`config.mk`:
```
export PLATFORM = sky130hd
export DESIGN_NAME = uart_frame_tx
export DESIGN_NICKNAME = d
export VERILOG_FILES = /design/src/rtl/uart_txf_pkg.sv /design/src/rtl/uart_txf_format.sv /design/src/rtl/uart_txf_tickcnt.sv /design/src/rtl/uart_txf_ctrl.sv /design/src/rtl/uart_frame_tx.sv
export SDC_FILE = /design/constraint.sdc
export NUM_CORES = 1
export LEC_CHECK = 0
export BUFFER_PORTS_ARGS = -buffer_cell sky130_fd_sc_hd__buf_2
export CAP_MARGIN = 5
export CORE_ASPECT_RATIO = 0.7
export CORE_MARGIN = 3
export CORE_UTILIZATION = 25
export DETAILED_ROUTE_END_ITERATION = 6
export PLACE_DENSITY = 0.37
export SLEW_MARGIN = 5
export SYNTH_ARGS = -nofsm -noshare
export SYNTH_HDL_FRONTEND = slang
export SYNTH_HIERARCHICAL = 1
export SYNTH_SLANG_ARGS = --single-unit
```
`constraint.sdc`:
```
create_clock -name clk -period 3.5 [get_ports clk]
set_input_delay 1.05 -clock clk [delete_from_list [all_inputs] [get_ports clk]]
set_output_delay 1.05 -clock clk [all_outputs]
set_load 0.02 [all_outputs]
```
`src/rtl/uart_txf_pkg.sv`:
```
`timescale 1ns/1ps
package uart_txf_pkg;
    localparam int DATA_W = 8;
    localparam int LEN_W  = 2;
    localparam int NB_W   = $clog2(DATA_W + 1);

    typedef enum logic [2:0] {
        ST_IDLE,
        ST_START,
        ST_DATA,
        ST_PARITY,
        ST_EXTRA,
        ST_STOP
    } tx_state_e;

    typedef enum logic [1:0] {
        PAR_ODD   = 2'b00,
        PAR_EVEN  = 2'b01,
        PAR_MARK  = 2'b10,
        PAR_SPACE = 2'b11
    } par_kind_e;

    typedef struct packed {
        logic [LEN_W-1:0] len;
        logic             par_en;
        par_kind_e        par_kind;
        logic             xb_en;
        logic             stop_long;
    } frame_fmt_t;
endpackage

```
`src/rtl/uart_txf_format.sv`:
```
`timescale 1ns/1ps
module uart_txf_format
    import uart_txf_pkg::*;
#(
    parameter int TICKS = 16,
    parameter int CW    = 6
) (
    input  logic [LEN_W-1:0]  len,
    input  par_kind_e         par_kind,
    input  logic              stop_long,
    input  logic [DATA_W-1:0] data,
    output logic [NB_W-1:0]   n_bits,
    output logic              par_bit,
    output logic [CW-1:0]     stop_ticks
);
    localparam int MIN_BITS = DATA_W - (1 << LEN_W) + 1;

    logic [DATA_W-1:0] masked;

    assign n_bits = NB_W'(MIN_BITS) + NB_W'(len);

    for (genvar i = 0; i < DATA_W; i++) begin : g_mask
        assign masked[i] = data[i] & (NB_W'(i) < n_bits);
    end

    always_comb begin
        unique case (par_kind)
            PAR_ODD:   par_bit = ~(^masked);
            PAR_EVEN:  par_bit = ^masked;
            PAR_MARK:  par_bit = 1'b1;
            PAR_SPACE: par_bit = 1'b0;
            default:   par_bit = 1'b0;
        endcase
    end

    always_comb begin
        if (!stop_long)
            stop_ticks = CW'(TICKS);
        else if (n_bits == NB_W'(MIN_BITS))
            stop_ticks = CW'(TICKS + TICKS / 2);
        else
            stop_ticks = CW'(2 * TICKS);
    end
endmodule

```
`src/rtl/uart_txf_tickcnt.sv`:
```
`timescale 1ns/1ps
module uart_txf_tickcnt #(
    parameter int CW = 6
) (
    input  logic          clk,
    input  logic          rst_n,
    input  logic          clear,
    input  logic          tick,
    input  logic [CW-1:0] limit,
    output logic          bit_end
);
    logic [CW-1:0] cnt;

    assign bit_end = tick && !clear && (cnt == limit - CW'(1));

    always_ff @(posedge clk or negedge rst_n) begin
        if (!rst_n)
            cnt <= '0;
        else if (clear || bit_end)
            cnt <= '0;
        else if (tick)
            cnt <= cnt + CW'(1);
    end
endmodule

```
`src/rtl/uart_txf_ctrl.sv`:
```
`timescale 1ns/1ps
module uart_txf_ctrl
    import uart_txf_pkg::*;
#(
    parameter int TICKS = 16,
    parameter int CW    = 6
) (
    input  logic              clk,
    input  logic              rst_n,
    input  logic              start,
    input  logic [DATA_W-1:0] data_in,
    input  logic              xbit_in,
    input  frame_fmt_t        fmt_in,
    input  logic              bit_end,
    input  logic [NB_W-1:0]   n_bits,
    input  logic              par_bit,
    input  logic [CW-1:0]     stop_ticks,
    output frame_fmt_t        fmt_q,
    output logic [DATA_W-1:0] data_q,
    output logic [CW-1:0]     limit,
    output logic              cnt_clear,
    output logic              txd,
    output logic              busy,
    output logic              done
);
    localparam int IDX_W = $clog2(DATA_W);

    tx_state_e         state, nxt;
    logic [DATA_W-1:0] shreg;
    logic [IDX_W-1:0]  bit_idx;
    logic              xbit_q;
    logic              last_data;

    assign last_data = ({1'b0, bit_idx} == n_bits - NB_W'(1));

    // state register
    always_ff @(posedge clk or negedge rst_n) begin
        if (!rst_n)
            state <= ST_IDLE;
        else
            state <= nxt;
    end

    // transitions
    always_comb begin
        nxt = state;
        unique case (state)
            ST_IDLE:   if (start) nxt = ST_START;
            ST_START:  if (bit_end) nxt = ST_DATA;
            ST_DATA:
                if (bit_end && last_data) begin
                    if (fmt_q.par_en)     nxt = ST_PARITY;
                    else if (fmt_q.xb_en) nxt = ST_EXTRA;
                    else                  nxt = ST_STOP;
                end
            ST_PARITY: if (bit_end) nxt = fmt_q.xb_en ? ST_EXTRA : ST_STOP;
            ST_EXTRA:  if (bit_end) nxt = ST_STOP;
            ST_STOP:   if (bit_end) nxt = ST_IDLE;
            default:   nxt = ST_IDLE;
        endcase
    end

    // frame datapath: capture at accept, shift per data bit, end pulse
    always_ff @(posedge clk or negedge rst_n) begin
        if (!rst_n) begin
            fmt_q   <= '{len: 2'b11, par_en: 1'b0, par_kind: PAR_ODD,
                         xb_en: 1'b0, stop_long: 1'b0};
            data_q  <= '0;
            shreg   <= '0;
            xbit_q  <= 1'b0;
            bit_idx <= '0;
            done    <= 1'b0;
        end else begin
            done <= (state == ST_STOP) && bit_end;
            if (state == ST_IDLE && start) begin
                fmt_q   <= fmt_in;
                data_q  <= data_in;
                shreg   <= data_in;
                xbit_q  <= xbit_in;
                bit_idx <= '0;
            end else if (state == ST_DATA && bit_end) begin
                shreg   <= shreg >> 1;
                bit_idx <= bit_idx + IDX_W'(1);
            end
        end
    end

    // outputs
    always_comb begin
        unique case (state)
            ST_IDLE:   txd = 1'b1;
            ST_START:  txd = 1'b0;
            ST_DATA:   txd = shreg[0];
            ST_PARITY: txd = par_bit;
            ST_EXTRA:  txd = xbit_q;
            ST_STOP:   txd = 1'b1;
            default:   txd = 1'b1;
        endcase
        busy      = (state != ST_IDLE);
        cnt_clear = (state == ST_IDLE);
        limit     = (state == ST_STOP) ? stop_ticks : CW'(TICKS);
    end
endmodule

```
`src/rtl/uart_frame_tx.sv`:
```
`timescale 1ns/1ps
module uart_frame_tx
    import uart_txf_pkg::*;
#(
    parameter int TICKS = 16
) (
    input  logic        clk,
    input  logic        rst_n,
    input  logic        start,
    input  logic [7:0]  tx_data,
    input  logic        xbit,
    input  logic [1:0]  fmt_len,
    input  logic        fmt_par_en,
    input  logic [1:0]  fmt_par_kind,
    input  logic        fmt_xb_en,
    input  logic        fmt_stop_long,
    input  logic        baud_tick,
    output logic        txd,
    output logic        busy,
    output logic        done
);
    localparam int CW = $clog2(2 * TICKS + 1);

    frame_fmt_t        fmt_in, fmt_q;
    logic [DATA_W-1:0] data_q;
    logic [NB_W-1:0]   n_bits;
    logic              par_bit;
    logic [CW-1:0]     stop_ticks, limit;
    logic              bit_end, cnt_clear;

    assign fmt_in = '{len: fmt_len, par_en: fmt_par_en,
                      par_kind: par_kind_e'(fmt_par_kind),
                      xb_en: fmt_xb_en, stop_long: fmt_stop_long};

    uart_txf_ctrl #(.TICKS(TICKS), .CW(CW)) i_ctrl (
        .clk(clk), .rst_n(rst_n), .start(start), .data_in(tx_data),
        .xbit_in(xbit), .fmt_in(fmt_in), .bit_end(bit_end),
        .n_bits(n_bits), .par_bit(par_bit), .stop_ticks(stop_ticks),
        .fmt_q(fmt_q), .data_q(data_q), .limit(limit),
        .cnt_clear(cnt_clear), .txd(txd), .busy(busy), .done(done)
    );

    uart_txf_format #(.TICKS(TICKS), .CW(CW)) i_fmt (
        .len(fmt_q.len), .par_kind(fmt_q.par_kind),
        .stop_long(fmt_q.stop_long), .data(data_q),
        .n_bits(n_bits), .par_bit(par_bit), .stop_ticks(stop_ticks)
    );

    uart_txf_tickcnt #(.CW(CW)) i_cnt (
        .clk(clk), .rst_n(rst_n), .clear(cnt_clear), .tick(baud_tick),
        .limit(limit), .bit_end(bit_end)
    );
endmodule

```
# Yosys cells after proc, flatten, opt, wreduce, memory -nomap -nowiden
# Index checks and enable logic that the tools add are counted.
# op_classes
add_sub_neg,5
magnitude_cmp,8
n_eq_ne,17
mux,20
bitwise,9
n_reduce_logical,15
# op_table
op,count
6-bit two-way mux,5
3-bit two-way mux,9
3-bit case mux with 6 select lines,1
3-bit by 4-bit less-than comparator with 1-bit output (first input constant),4
8-bit two-way mux,2
2-bit by 1-bit inequality test with 1-bit output (second input constant),5
1-bit AND,8
1-bit by 4-bit less-than comparator with 1-bit output (first input constant),2
2-bit by 4-bit less-than comparator with 1-bit output (first input constant),2
1-bit case mux with 4 select lines,2
8-bit XOR reduction,1
6-bit by 1-bit adder with 6-bit output (second input constant),1
3-bit by 2-bit equality test with 1-bit output (second input constant),2
3-bit equality test (second input constant),2
6-bit equality test,1
1-bit logical AND,6
6-bit AND reduction,1
6-bit by 1-bit subtractor with 6-bit output (second input constant),1
3-bit by 2-bit adder with 4-bit output (first input constant),1
2-bit equality test (second input constant),2
3-bit by 4-bit equality test with 1-bit output,1
4-bit by 3-bit equality test with 1-bit output (second input constant),1
2-bit nonzero test,2
4-bit by 1-bit subtractor with 4-bit output (second input constant),1
other kinds (11),11
# totals
ff_bits,37
input_bits,20
out_inout_bits,3
word_cells,86

# Longest topological paths before layout
# Gate-level depths: netlist (run 1).
# logic_depth
ltp_word,11
depth_mapped,15
ltp_nobuf,14

# By module
# The synthesis (run 1) kept the hierarchy.
# modules_own_cells
mod,n_inst,cells_per_inst,area_each_um2,seq_area_each_um2
uart_txf_ctrl,1,159,1535.2,778.2
uart_txf_tickcnt,1,45,464.2,150.1
uart_txf_format,1,26,191.4,0.0

# Worst setup path after synthesis (run 1)
# OpenSTA, ideal clock, no wires.
# synth_path
path_type,flip-flop to output port
start,"register, netlist name i_ctrl/fmt_q[5]"
end,output txd
arrival_ps,2013
required_time_ps,2450
path_slack_ps,437
stages_incl_launch_ff,10
path_buffers,0
cell_sequence,dfstp_2 -> inv_1 -> ha_1 -> nor2b_1 -> xnor2_1 -> xnor2_1 -> mux2i_1 -> xor2_1 -> a311oi_1 -> nor2_1
# synth_via
elab_chain_cells,7
word_cells_on_any_way,21
classes_between,add/sub (1); order compare (8); mux (2); bitwise (9); reduce/logical (1)
# synth_lines
item,line_no,source
3-bit by 2-bit adder with 4-bit output *,uart_txf_format.sv:20,assign n_bits = NB_W'(MIN_BITS) + NB_W'(len);
named net n_bits[0],uart_frame_tx.sv:26,logic [NB_W-1:0] n_bits;
"1-bit by 4-bit less-than comparator with 1-bit output, or another cell as far along",uart_txf_format.sv:23,assign masked[i] = data[i] & (NB_W'(i) < n_bits);
1-bit AND,uart_txf_format.sv:23,
8-bit XOR reduction *,"uart_txf_format.sv:28, uart_txf_format.sv:29",
1-bit inverter,uart_txf_format.sv:28,PAR_ODD: par_bit = ~(^masked);
1-bit case mux with 4 select lines *,uart_txf_format.sv:27,unique case (par_kind)
named net par_bit,uart_frame_tx.sv:27,logic par_bit;
1-bit case mux with 4 select lines *,uart_txf_ctrl.sv:90,unique case (state)
"end, declared",uart_frame_tx.sv:18,"output logic txd,"
# The timed path passes the listed nets; every way through them passes the cells marked *.

# Worst setup path after layout (run 1)
# layout_path
start,"register, netlist name i_ctrl/fmt_q[5]"
end,output txd
# layout_via
elab_chain_cells,7
word_cells_on_any_way,21
classes_between,add/sub (1); order compare (8); mux (2); bitwise (9); reduce/logical (1)
# layout_lines
item,line_no
3-bit by 2-bit adder with 4-bit output *,uart_txf_format.sv:20
named net n_bits[0],uart_frame_tx.sv:26
"1-bit by 4-bit less-than comparator with 1-bit output, or another cell as far along",uart_txf_format.sv:23
1-bit AND,uart_txf_format.sv:23
8-bit XOR reduction *,"uart_txf_format.sv:28, uart_txf_format.sv:29"
1-bit inverter,uart_txf_format.sv:28
1-bit case mux with 4 select lines *,uart_txf_format.sv:27
named net par_bit,uart_frame_tx.sv:27
1-bit case mux with 4 select lines *,uart_txf_ctrl.sv:90
# Marked as above.

==> results of run 1 <==
[repair_timing]
item / CTS / global route
pin swaps: 1 / 5
gates resized for setup: 3 / 5
buffers inserted: 0 / 4
endpoints found under the setup margin: 1 / 1
[layout by cell type, fill, tap and decap left out, types with 2 or more instances in the layout]
master / synthesis / layout
inv_1: 11 / 10
a211oi_1: 6 / 6
o21ai_0: 10 / 10
mux2i_1: 10 / 10
nand4_1: 2 / 2
buf_2: 1 / 21
nor2b_1: 3 / 2
clkbuf_16: 0 / 5
xor2_1: 11 / 11
conb_1: 1 / 3
nor3_1: 3 / 3
o22ai_1: 2 / 2
ha_1: 7 / 6
a21oi_1: 2 / 2
nand3_1: 2 / 2
dfrtp_1: 35 / 35
buf_4: 7 / 13
xnor2_1: 17 / 16
nor2_1: 9 / 9
clkbuf_1: 1 / 2
and2_1: 9 / 9
dfstp_2: 2 / 2
nand2_1: 57 / 57
[final cells by class]
cell class / instances / area [sq um]
Fill cell: 895 / 5550
Timing Repair Buffer: 34 / 203
Inverter: 11 / 43.8
Clock buffer: 8 / 146
Sequential cell: 37 / 928
Tap cell: 116 / 145
Multi-Input combinational cell: 172 / 1160
[cell families after synthesis]
kind of cell / Yosys count / share of synthesized area
and+or+nand+nor: 98 / 0.224
adders and majority gates: 7 / 0.0400
buffers and inverters: 23 / 0.0622
xor gates and xnor gates: 28 / 0.112
other: 1 / 0.00171
DFF: 37 / 0.424
muxes: 11 / 0.0508
AOI/OAI and AO/OA: 25 / 0.0857
[metal layers]
layer	global-route usage	vias up
met3	0.0350	7
met5	0	-
li1	-	816
met2	0.140	23
met1	0.161	710
met4	0.0287	0
[worst paths after layout]
kind / to / slack [ns]
min reg2reg: i_ctrl/fmt_q[6] / 0.48
min: i_ctrl/fmt_q[6] / 0.48
max: txd / 0.11
min in group asynchronous: i_ctrl/shreg[7] / 0.88
max reg2reg: i_ctrl/state[1] / 0.24
max in group asynchronous: i_ctrl/state[1] / 2.09
[registers in the layout (all words and copies together) (netlist names)]
name,flops
i_cnt/cnt,6
i_ctrl/bit_idx,3
i_ctrl/data_q,8
i_ctrl/done,1
i_ctrl/fmt_q,7
i_ctrl/shreg,8
i_ctrl/state,3
i_ctrl/xbit_q,1
[metrics by stage]
step,cell area [sq um],utilization,cells,setup TNS [ns]
final,2630,0.321,378,0
after floorplan,2200,-,232,0
after CTS,2570,0.314,374,0
after global routing,2630,0.321,378,-0.0256
after detailed placement,2420,0.296,366,0
after global placement,2420,0.296,366,0
[power by group through the flow]
stage	logic, mW	registers [mW]	clock network [mW]
2_1_floorplan	0.655	0.683	0
3_3_place_gp	0.799	0.733	0
3_5_place_dp	0.792	0.734	0
4_1_cts	0.808	0.727	0.470
5_1_grt	0.985	0.750	0.496
6_report	0.861	0.723	0.457
[critical path, cell delays in order (launching register included)]
cell,delay [ns]
dfstp_2,0.57
inv_4,0.06
ha_4,0.16
nor2b_4,0.13
xnor2_2,0.12
xnor2_1,0.15
mux2i_1,0.28
xor2_1,0.10
a311oi_1,0.27
nor2_1,0.07
buf_4,0.16
==> metrics.txt, run 1 <==
status=finished clean; met3 WL=221 um; Post-CTS Hold Buffers=0; Post-synth top cells=nand2_1, dfrtp_1, xnor2_1, inv_1, xor2_1; vias=1556; CP endpoint kind=output port; drt drc=0; fmax=0.295 GHz; shortest period the worst path allows=3.39 ns; initial core utilization=0.268; Yosys cell types=42; RSZ-0062 raised after global routing=yes; async set or reset register ratio after synthesis=1.00; IO Port Bufs=22; synthesized instance count=230; io pins=23; hpwl dp=3530 um; routability cong.=0.713; kind of critical path=reg2out; Hold Startpoint=i_ctrl/fmt_q[6]; Power, Total=2.04 mW; Tightest Pin Transition=0.850 ns; number of global-route vias before repair=1605; Comb power frac=0.422; Tcrit/Tclk final=0.969; Tightest Hold Check Type=reg2reg; Num CTS Buffers=5; Post-synth top flop=dfrtp_1; core area=8180 sq um; largest net degree at the start of global routing=38; Vias/cell=4.12; DP Worst Slack=0.206 ns; Total Nets Final=288; NetSw=751 uW; ANT cells=0; DIE HEIGHT=84.3 um; r2r worst-path depth=15; CP Max Fanout=5; register area share after synthesis=0.424; top-count cell post-synth=nand2_1; max layer used=met4; Required @ worst endpoint=2.45 ns; Leak=1.20 nW; Slew HR=0.434; post-synth top area share=0.400; YS warnings=6; Clk pin slew, worst setup/hold paths=0.06 ns; Reg2Reg Launch Point=i_ctrl/fmt_q[5]; Internal Pwr Total=1.29 mW; final hold violations=0; WL met1=2840 um; initial antenna violation count=0; number of synthesized flops with an enable pin=0; drt total wl=4900 um; dominant cell type by area after synthesis=dfrtp_1; GRT Util Overall=0.106; CP Launch Point=i_ctrl/fmt_q[5]; CTS tree=yes; clk_lat worst skew=0.28 ns; clock power share=0.224; Die Wd=118 um; hold_ws=0.476 ns; Hold Path Cell Cnt=2; first-pass GRT wire length=8360 um; Syn Area/Cell=9.53 sq um; ANT nets after route=0; Clock Root Buffer=clkbuf_16; clock skew=0.00160 ns; wire length on met2=1780 um; Setup Viol. Count Final=0; fraction of layout cells with a size suffix above 1=0.210; post-synthesis sequential element count=37; die area=9940 sq um; Max Slew Vio Count=0; setup ws final=0.110 ns; area delta synth->final=19.9%; clock tree sinks=37; CP Launch Type=flip-flop; Pwr Density=777 nW/um^2; Rows=27; Max Buffers Root-to-Sink=2; wire per inst=12.9 um; Initial DRT Pass Iterations=4; Starting DRT DRC Count=76; Flop pwr share=0.354; mapped cell area=2190 sq um; Max VDD drop=243 uV; largest cells by area after synthesis=dfrtp_1, nand2_1, xnor2_1; CTS H-tree lvls=2; global route overflow=0; critical path arrival=2.34 ns; Net Sw Frac=0.368; total of max-cap violations=0
No activity file was read; power rests on OpenSTA's default activity.
==> run 2, diff against run 1 <==
--- a/config.mk
+++ b/config.mk
@@ -5,7 +5,7 @@
 export SDC_FILE = /design/constraint.sdc
 export NUM_CORES = 1
 export LEC_CHECK = 0
-export BUFFER_PORTS_ARGS = -buffer_cell sky130_fd_sc_hd__buf_2
+export BUFFER_PORTS_ARGS = -buffer_cell sky130_fd_sc_hd__buf_4
 export CAP_MARGIN = 5
 export CORE_ASPECT_RATIO = 0.7
 export CORE_MARGIN = 3
==> run 2 against run 1 <==
Effect of this change: power fell by 1.0%; combinational power grew 0.8%; maximum frequency decreased by 1.1%; clock-buffer cell count is 2 lower; clock power decreased by 6.3%; first-iteration DRC count fell by 25%; worst setup slack got worse by 0.039 ns; wire length decreased by 0.69%; final area grew 0.57%; largest power group unchanged; highest routed layer unchanged.
==> metrics.txt, run 2 (same netlist as run 1, synthesis figures left out) <==
Num CTS Buffers=5; hold_ws=0.490 ns; CP Launch Type=flip-flop; number of global-route vias before repair=1506; Pwr Density=765 nW/um^2; Total Nets Final=284; io pins=23; routability cong.=0.717; commonest non-fill, non-tap cell in the layout=nand2_1; Clk pin slew, worst setup/hold paths=0.05 ns; Initial DRT Pass Iterations=4; Tightest Hold Check Type=reg2reg; CP endpoint kind=output port; Internal Pwr Total=1.26 mW; Net Sw Frac=0.375; drt drc=0; Fill cells=913; Setup Viol. Count Final=0; total of max-cap violations=0; Die Wd=118 um; final instance area=2640 sq um; Starting DRT DRC Count=57; biggest regs=i_ctrl/data_q x8, i_ctrl/shreg x8, i_ctrl/fmt_q x7; ANT cells=0; global route overflow=0; wire per inst=13.0 um; Tightest Pin Transition=0.626 ns; NetSw=758 uW; Flop pwr share=0.358; Max Buffers Root-to-Sink=2; DIE HEIGHT=84.3 um; Tcrit/Tclk final=0.980; Required @ worst endpoint=2.45 ns; clk_lat worst skew=0.28 ns; fraction of layout cells with a size suffix above 1=0.202; Leak=1.20 nW; CTS H-tree lvls=2; initial antenna violation count=0; first-pass GRT wire length=7980 um; clock tree sinks=37; critical path arrival=2.38 ns; Setup TNS=0 ns; status=finished clean; most frequent cells in the layout=nand2_1, dfrtp_1, buf_4; kind of critical path=reg2out; Post-DP Area=2460 sq um; Vias/cell=4.06; GRT Util Overall=0.101; die area=9940 sq um; initial core utilization=0.268; largest net degree at the start of global routing=38; vias=1519; Clock Root Buffer=clkbuf_16; clock skew=0.00513 ns; Rows=27; ANT nets after route=0; core area=8180 sq um; Slew HR=0.581; area delta synth->final=20.6%; CTS tree=yes; Comb power frac=0.429; CP Max Fanout=5; clock power share=0.212; final hold violations=0; Power, Total=2.02 mW; fmax=0.292 GHz; Max VDD drop=239 uV; Max Slew Vio Count=0; drt total wl=4860 um; setup ws final=0.0712 ns; IO Port Bufs=22; shortest period the worst path allows=3.43 ns; DP Worst Slack=0.131 ns; Post-CTS Hold Buffers=0; hpwl dp=3560 um; RSZ-0062 raised after global routing=yes
-- run 2: changes by cell type in the layout (fill, tap and decap cells not counted), sizes merged --
| cell | change |
|---|---|
| clkbuf | -2 |
| buf | -4 |
| clkinv | +2 |
-- run 2: power groups by stage --
stage	sequential, mW	clock [mW]	combinational, mW
2_1_floorplan	0.683	0	0.655
3_3_place_gp	0.736	0	0.825
3_5_place_dp	0.730	0	0.823
4_1_cts	0.726	0.446	0.856
5_1_grt	0.745	0.466	0.972
6_report	0.724	0.428	0.868
-- run 2: timing repair --
action / 4_1_cts / 5_1_grt
endpoints found under the hold margin: 0 / 0
endpoints found under the setup margin: 1 / 1
pin swaps: 5 / 4
gates resized for setup: 4 / 3
buffers inserted: 1 / 1
-- run 2: metrics by stage --
stage | std cells | utilization
2_1_floorplan | 232 | -
3_3_place_gp | 364 | 0.301
3_5_place_dp | 364 | 0.301
4_1_cts | 373 | 0.320
5_1_grt | 374 | 0.323
6_report | 374 | 0.323
-- run 2: worst paths after layout --
check | from | end | slack, ns | cells after the start
max | i_ctrl/fmt_q[5] | txd | 0.07 | 10
min | i_ctrl/xbit_q | i_ctrl/xbit_q | 0.49 | 2
max reg2reg | i_ctrl/fmt_q[5] | i_ctrl/bit_idx[0] | 0.34 | 13
min reg2reg | i_ctrl/xbit_q | i_ctrl/xbit_q | 0.49 | 2
max in group asynchronous | rst_n | i_ctrl/fmt_q[6] | 2.40 | 1
min in group asynchronous | rst_n | i_ctrl/data_q[7] | 0.74 | 1
-- run 2: critical path, stage by stage (launching register included) --
cell and delay [ns]:
dfstp_2 0.56, inv_4 0.06, ha_4 0.17, nor2b_4 0.13, xnor2_2 0.12, xnor2_1 0.15
mux2i_1 0.29, xor2_1 0.10, a311oi_1 0.30, nor2_1 0.06, buf_4 0.16
-- run 2: cell type report --
type                            count  area (sq um)  share of cell area
Timing Repair Buffer               30           225              0.0852
Sequential cell                    37           928               0.351
Inverter                           11          43.8              0.0166
Multi-Input combinational cell    172          1160               0.439
Tap cell                          116           145              0.0549
Clock inverter                      2          10.0             0.00379
Clock buffer                        6           129              0.0488
-- run 2: routing by layer --
metal | up-vias | routed length, um | global-route usage
li1 | 809 | - | -
met1 | 685 | 2820 | 0.159
met2 | 20 | 1840 | 0.129
met3 | 5 | 159 | 0.0276
met4 | 0 | 42 | 0.0287
met5 | - | 0 | 0
